$ cat config.mk
export PLATFORM = sky130hd
export DESIGN_NAME = sram_turn_sched
export DESIGN_NICKNAME = d
export VERILOG_FILES = /design/src/rtl/turn_pkg.sv /design/src/rtl/turn_cnt_clamp.sv /design/src/rtl/turn_fsm.sv /design/src/rtl/turn_term.sv /design/src/rtl/sram_turn_sched.sv
export SDC_FILE = /design/constraint.sdc
export NUM_CORES = 1
export LEC_CHECK = 0
export BUFFER_PORTS_ARGS = -buffer_cell sky130_fd_sc_hd__buf_4
export CAP_MARGIN = 20
export CORE_UTILIZATION = 52
export DETAILED_ROUTE_END_ITERATION = 12
export PLACE_DENSITY_LB_ADDON = 0.05
export REMOVE_ABC_BUFFERS = 1
export SLEW_MARGIN = 20
export SYNTH_ARGS = -nofsm -noshare
export SYNTH_HDL_FRONTEND = slang
export SYNTH_SLANG_ARGS = --single-unit
$ cat constraint.sdc
create_clock -name clk -period 3.2 [get_ports clk]
set_clock_uncertainty 0.2 [all_clocks]
set_input_delay 0.48 -clock clk [delete_from_list [all_inputs] [get_ports clk]]
set_output_delay 0.48 -clock clk [all_outputs]
set_load 0.02 [all_outputs]
$ cat src/rtl/turn_pkg.sv
package turn_pkg;
    typedef enum logic [1:0] {
        C_NOPW  = 2'b00,
        C_NOPR  = 2'b01,
        C_WRITE = 2'b10,
        C_READ  = 2'b11
    } cmd_e;

    localparam int unsigned N_CNT = 4;
    // slot order in the count array
    localparam int unsigned S_WR_TAIL = 0;
    localparam int unsigned S_RD_LEAD = 1;
    localparam int unsigned S_RD_TAIL = 2;
    localparam int unsigned S_WR_LEAD = 3;

    function automatic int unsigned floor_of(input int unsigned slot);
        case (slot)
            S_RD_TAIL: floor_of = 2;
            S_WR_LEAD: floor_of = 3;
            default:   floor_of = 0;
        endcase
    endfunction

    function automatic cmd_e idle_of(input logic is_rd);
        idle_of = is_rd ? C_NOPR : C_NOPW;
    endfunction

    function automatic cmd_e real_of(input logic is_rd);
        real_of = is_rd ? C_READ : C_WRITE;
    endfunction
endpackage

$ cat src/rtl/turn_cnt_clamp.sv
module turn_cnt_clamp
    import turn_pkg::*;
#(
    parameter int unsigned CNT_W = 4
) (
    input  logic [N_CNT-1:0][CNT_W-1:0] raw_i,
    output logic [N_CNT-1:0][CNT_W-1:0] eff_o
);
    for (genvar g = 0; g < N_CNT; g++) begin : g_slot
        localparam logic [CNT_W-1:0] FLOOR = CNT_W'(floor_of(g));
        assign eff_o[g] = (raw_i[g] < FLOOR) ? FLOOR : raw_i[g];
    end
endmodule

$ cat src/rtl/turn_fsm.sv
module turn_fsm
    import turn_pkg::*;
#(
    parameter int unsigned CNT_W = 4
) (
    input  logic                        clk,
    input  logic                        rst,
    input  logic                        req_valid,
    input  logic                        req_is_read,
    output logic                        req_ready,
    input  logic [N_CNT-1:0][CNT_W-1:0] eff_i,
    output cmd_e                        cmd_o
);
    localparam logic [CNT_W-1:0] CNT_MAX = {CNT_W{1'b1}};

    logic             dir_q, dir_d;      // 1 = read direction
    logic             lead_q, lead_d;    // padding new-direction idles
    logic [CNT_W-1:0] tail_q, tail_d;
    logic [CNT_W-1:0] lcnt_q, lcnt_d;
    cmd_e             cmd_q, cmd_d;

    logic [CNT_W-1:0] need_tail, need_lead_new, need_lead_cur;
    logic [CNT_W-1:0] tail_inc;

    assign need_tail     = dir_q ? eff_i[S_RD_TAIL] : eff_i[S_WR_TAIL];
    assign need_lead_new = dir_q ? eff_i[S_WR_LEAD] : eff_i[S_RD_LEAD];
    assign need_lead_cur = dir_q ? eff_i[S_RD_LEAD] : eff_i[S_WR_LEAD];
    assign tail_inc      = (tail_q == CNT_MAX) ? tail_q : tail_q + 1'b1;

    always_comb begin
        dir_d     = dir_q;
        lead_d    = lead_q;
        tail_d    = tail_q;
        lcnt_d    = lcnt_q;
        cmd_d     = idle_of(dir_q);
        req_ready = 1'b0;
        if (lead_q) begin
            if (lcnt_q < need_lead_cur) begin
                lcnt_d = lcnt_q + 1'b1;
            end else begin
                req_ready = (req_is_read == dir_q);
                if (req_valid && req_ready) begin
                    cmd_d  = real_of(dir_q);
                    lead_d = 1'b0;
                    tail_d = '0;
                end
            end
        end else if (req_is_read == dir_q) begin
            req_ready = 1'b1;
            if (req_valid) begin
                cmd_d  = real_of(dir_q);
                tail_d = '0;
            end else begin
                tail_d = tail_inc;
            end
        end else begin
            req_ready = (tail_q >= need_tail) && (need_lead_new == '0);
            if (!req_valid || tail_q < need_tail) begin
                tail_d = tail_inc;
            end else if (need_lead_new == '0) begin
                cmd_d  = real_of(req_is_read);
                dir_d  = req_is_read;
                tail_d = '0;
            end else begin
                cmd_d  = idle_of(req_is_read);
                dir_d  = req_is_read;
                lead_d = 1'b1;
                lcnt_d = CNT_W'(1);
            end
        end
    end

    always_ff @(posedge clk) begin
        if (rst) begin
            dir_q  <= 1'b0;
            lead_q <= 1'b0;
            tail_q <= '0;
            lcnt_q <= '0;
            cmd_q  <= C_NOPW;
        end else begin
            dir_q  <= dir_d;
            lead_q <= lead_d;
            tail_q <= tail_d;
            lcnt_q <= lcnt_d;
            cmd_q  <= cmd_d;
        end
    end

    assign cmd_o = cmd_q;
endmodule

$ cat src/rtl/turn_term.sv
module turn_term
    import turn_pkg::*;
(
    input  logic clk,
    input  logic rst,
    input  cmd_e cmd_i,
    output logic term_en_o,
    output logic drv_low_o
);
    always_ff @(posedge clk) begin
        if (rst) begin
            term_en_o <= 1'b0;
            drv_low_o <= 1'b1;
        end else begin
            term_en_o <= (cmd_i == C_READ) || (cmd_i == C_NOPR);
            drv_low_o <= (cmd_i == C_NOPW);
        end
    end
endmodule

$ cat src/rtl/sram_turn_sched.sv
module sram_turn_sched
    import turn_pkg::*;
#(
    parameter int unsigned CNT_W = 4
) (
    input  logic             clk,
    input  logic             rst,
    input  logic             req_valid,
    input  logic             req_is_read,
    output logic             req_ready,
    input  logic [CNT_W-1:0] cnt_wr_tail,
    input  logic [CNT_W-1:0] cnt_rd_lead,
    input  logic [CNT_W-1:0] cnt_rd_tail,
    input  logic [CNT_W-1:0] cnt_wr_lead,
    output logic [1:0]       cmd_o,
    output logic             term_en_o,
    output logic             drv_low_o
);
    logic [N_CNT-1:0][CNT_W-1:0] raw_cnt, eff_cnt;
    cmd_e cmd_w;

    assign raw_cnt[S_WR_TAIL] = cnt_wr_tail;
    assign raw_cnt[S_RD_LEAD] = cnt_rd_lead;
    assign raw_cnt[S_RD_TAIL] = cnt_rd_tail;
    assign raw_cnt[S_WR_LEAD] = cnt_wr_lead;

    turn_cnt_clamp #(.CNT_W(CNT_W)) clamp_i (
        .raw_i (raw_cnt),
        .eff_o (eff_cnt)
    );

    turn_fsm #(.CNT_W(CNT_W)) fsm_i (
        .clk         (clk),
        .rst         (rst),
        .req_valid   (req_valid),
        .req_is_read (req_is_read),
        .req_ready   (req_ready),
        .eff_i       (eff_cnt),
        .cmd_o       (cmd_w)
    );

    turn_term term_i (
        .clk       (clk),
        .rst       (rst),
        .cmd_i     (cmd_w),
        .term_en_o (term_en_o),
        .drv_low_o (drv_low_o)
    );

    assign cmd_o = cmd_w;
endmodule

# Word-level counts from Yosys, hierarchy flattened
# Cells that the tools add are included.
word_totals:
  ff_bits: 14
  output_inout_bits: 5
op_classes:
  addsub: 2
  n_lt_le_gt_ge: 7
  eq_ne: 10
  muxes: 40
  n_bitwise: 3
  n_reduce_logical: 11
op_table:
  columns: ["operator", "count"]
  rows:
  - ["$mux 4", 20]
  - ["$mux 2", 7]
  - ["$mux 1", 13]
  - ["$add 4x1->4 const B", 2]
  - ["$lt 4x1->1 const B", 2]
  - ["$lt 4x2->1 const B", 2]
  - ["$lt 4x4->1", 2]
  - ["$ne 2x1->1 const B", 3]
  - ["$ne 2x2->1 const B", 3]
  - ["$reduce_and 3->1", 2]
  - ["$eq 4x4->1 const B", 1]
  - ["$ge 4x4->1", 1]
  - ["$logic_not 4->1", 1]
  - ["$reduce_and 4->1", 1]
  - ["$reduce_bool 4->1", 1]
  - ["$not 1->1", 3]
  - ["$eq 2x1->1 const B", 1]
  - ["$eq 2x2->1 const B", 1]
  - ["$logic_and 1x1->1", 2]
  - ["$logic_not 2->1", 1]
  - ["$logic_or 1x1->1", 2]
  - ["$eq 1x1->1", 1]
  - ["$logic_not 1->1", 1]

# Depth between registers and ports, before layout
logic_depth:
  word_depth: 8
  mapped_depth: 10
  depth_no_buf: 10

# By module
# From an unflattened synthesis, not the netlist that was laid out.
hier_totals:
  hier_cells: 118
  hier_area_um2: 1052.3
by_module_without_submodules:
  columns: ["mod", "n_inst", "cells_each", "area_per_inst_um2"]
  rows:
  - ["turn_fsm", 1, 98, 892.1]
  - ["turn_cnt_clamp", 1, 16, 106.4]
  - ["turn_term", 1, 4, 53.8]

# Worst setup path before layout
# No wires, ideal clock.
synth_path:
  kind: "flip-flop to output port"
  from: "reg fsm_i.dir_q"
  to: "out req_ready"
  t_arrival_ps: 2024
  t_required_ps: 2520
  path_slack_ps: 496
  path_stages_with_launch: 9
  n_path_buf: 2
  cell_sequence: "dfxtp_1 -> buf_6 -> clkbuf_1 -> mux2i_1 -> ha_1 -> nand3_1 -> nand4b_1 -> a41o_1 -> a22o_1"
synth_between:
  elab_chain_cells: 5
synth_rtl:
  columns: ["element", "line_no", "text"]
  rows:
  - ["start, declared", "turn_fsm.sv:16", "logic dir_q, dir_d;"]
  - ["start signal, assigned", "turn_fsm.sv:81", "dir_q <= dir_d;"]
  - ["$mux 4 (on tied branches)", "turn_fsm.sv:25, turn_fsm.sv:26", null]
  - ["$ge 4x4->1 / $logic_not 4->1 (equally long branches)", "turn_fsm.sv:57", "req_ready = (tail_q >= need_tail) && (need_lead_new == '0);"]
  - ["$logic_and 1x1->1", "turn_fsm.sv:57", null]
  - ["$mux 1", "turn_fsm.sv:48", "end else if (req_is_read == dir_q) begin"]
  - ["$mux 1 *", "turn_fsm.sv:37", "if (lead_q) begin"]
  - ["end, declared", "sram_turn_sched.sv:10", "output logic req_ready,"]
# Every way passes the cells marked *; elsewhere a longest branch is shown, timed or not.

# Final worst setup path
# Same ends and word-level chain as after synthesis.

==> qor.txt <==
Residual DRC = 0
Worst rel slew slack = 73.4%
Status = finished, final reports clean
Die area = 2160 um^2
Detail Placement HPWL = 1760 um
Startpoint types = flip-flop
Worst-case vdd ir drop = 282 uV
Site Rows = 15
Cell area after synthesis = 1030 um^2
Yosys reg bits = 14
Critical R2R Launch = fsm_i.dir_q
Setup TNS = 0 ns
Slew at the pin closest to its max-slew limit = 0.399 ns
CP Cell Sequence = mux2i_1 -> ha_1 -> nand3_1 -> nand4b_1 -> a41o_1 -> a22o_1 -> buf_4
CTS tree = done
Die Span Y = 46.4 um
Fin. max-slew vios = 0
Pre-CTS setup slack = 0.393 ns
Cell variety after synth = 42
Kind of critical path = reg -> out
Fmax = 343 MHz
First-pass GRT wire length = 3620 um
Number of max-cap violations = 0
Via count = 940
HP Start = fsm_i.cmd_o[0]
Crit-path slowest cell = dfxtp_2
Unrepaired setup endpoints after global routing = no
Critical Path Max Stage Delay = 0.54 ns
P_leak = 0.000513 uW
Nets@finish = 169
Pin count of the biggest net entering global routing = 16
Ratio of cells with drive above 1 in the final layout = 30.9%
Ant. Diodes = 0
Reg clk slew, reported paths = 0.08 ns
Top post-synthesis cells by area = dfxtp_1 27%, ha_1 11%, mux2i_1 4.9%
Min-Delay Path Class = reg -> reg
Synth area leader = dfxtp_1
Crit. End Element = primary output
Post_cts resized = 0
Area Growth Syn to Fin = 23.1%
Global-route usage over all layers = 23.9%
Crit path from = fsm_i.dir_q
Period minus WS final = 2.92 ns
CTS Sinks = 14
CP max FO = 15
Core area = 1780 um^2
# H-tree levels = 1
CTS Buffer Depth = 2
Hold-fix buffers at CTS = 0
CTS Buf Count = 3
Post-CTS setup buffers = 0
I/O pin count = 25
ANT nets after route = 0
Post-Syn Area per Cell = 9.09 um^2
Number of global-route vias before repair = 811
Root Driver = clkbuf_4
Synth warnings = 0
Critical path data required time = 2.52 ns
Fin cells = 164
1st-iter DRT viols = 8
Power density cells = 365 nW/um^2
Initial antenna violation count = 0
Grt total ovfl = 0
DP Cell Count = 160
Fin. Hold Viols = 0
PnR worst setup slack = 0.283 ns
# port buffers = 24
CP Data Arrival Time = 2.24 ns
Yosys top cell area share = 27.3%
Clk_lat worst skew = 0.28 ns
WL/cell = 13.4 um
Final setup vio count = 0
Gpl congestion = 0.739
Routed wire length = 2200 um
Period utilisation layout = 91.2%
Sequential share of the synthesized area = 27.3%
Synth Instances = 113
Detailed Routing Iterations Pass 1 = 4
Initial Utilization = 57.6%
Die extent in x = 46.4 um
Mean number of vias per cell = 5.73
metal layers:
metal | up-vias | routed length [um] | GRT usage (%)
met3 | 0 | 95 | 7.06
met4 | 0 | 0 | 3.53
li1 | 485 | - | -
met2 | 19 | 1190 | 43.1
met1 | 436 | 917 | 28.0
met5 | - | 0 | 0
final cells by class:
type	count	area, um^2
Multi-Input combinational cell	90	706
Fill cell	143	518
Sequential cell	14	282
Timing Repair Buffer	25	188
Clock buffer	4	36.3
Tap cell	25	31.3
Inverter	6	22.5
cell usage after synthesis (all sizes together):
master,n
dfxtp,14
nor2,11
ha,9
a21oi,8
nand3,7
inv,6
o21ai,6
mux2i,5
a211oi,4
nand2b,4
nor3,4
nand2,3
nand4b,3
nor2b,3
a41oi,2
clkbuf,2
o311ai,2
or3,2
a2111oi,1
a21boi,1
a221oi,1
a22o,1
a22oi,1
a31o,1
a41o,1
and3,1
buf,1
nand3b,1
nand4,1
o211ai,1
o21bai,1
o31ai,1
o41ai,1
or2,1
or4,1
xnor2,1
power breakdown:
group	switching (uW)	total, uW	internal, uW
clock	60.1	129	69.3
sequential	14.6	200	185
combinational	68.7	133	64.3
worst paths after layout:
kind | endpoint | slack [ns] | depth (start not counted)
setup reg to reg | fsm_i.tail_q[0] | 0.82 | 7
hold / removal | term_i.drv_low_o | 0.26 | 1
hold reg to reg | term_i.drv_low_o | 0.26 | 1
setup / recovery | req_ready | 0.28 | 7
worst max-delay path, delay by kind of cell, from the launching register on:
kind | cells | cell delay, ns
AO/OA/AOI/OAI | 2 | 0.49
flip-flops | 1 | 0.54
adder cells (fa/ha/maj) | 1 | 0.29
AND/OR/NAND/NOR | 2 | 0.24
multiplexers | 1 | 0.23
buffers and inverters | 1 | 0.15
cell usage in the layout (no fill, tap or decap), drive strengths merged, types with 2 or more instances in the layout:
cell	count
or3	2
a211oi	4
nand2	3
nor2b	3
nor2	11
o311ai	2
dfxtp	14
a41oi	2
nand2b	4
nor3	4
mux2i	5
nand4b	3
inv	6
a21oi	8
ha	9
buf	25
o21ai	6
nand3	7
clkbuf	4
cells by family (layout without fill, tap and decap cells):
family / after synthesis / in the layout / synth area share, %
compound gates: 33 / 33 / 27.4
xor+xnor: 1 / 1 / 1.58
fa+ha+maj: 9 / 9 / 11.0
buf+inv: 9 / 35 / 4.02
flops: 14 / 14 / 27.3
mux: 5 / 5 / 4.87
simple gates: 42 / 42 / 23.9
registers in the layout, summed over array words and instances (netlist names):
| register | flops |
|---|---|
| term_i.drv_low_o | 1 |
| fsm_i.cmd_o | 2 |
| fsm_i.tail_q | 4 |
| term_i.term_en_o | 1 |
| fsm_i.lead_q | 1 |
| fsm_i.lcnt_q | 4 |
| fsm_i.dir_q | 1 |
metrics by stage:
stage	power [uW]	hold slack, ns	instance area (um^2)	utilization, %
final	462	0.256	1260	70.9
after global routing	489	0.259	1260	70.9
after CTS	467	0.248	1260	70.9
after detailed placement	336	0.243	1230	68.8
after global placement	331	0.233	1230	68.8
after floorplan	288	0.262	1010	-
Note: power is estimated with default switching activity, not from simulation.
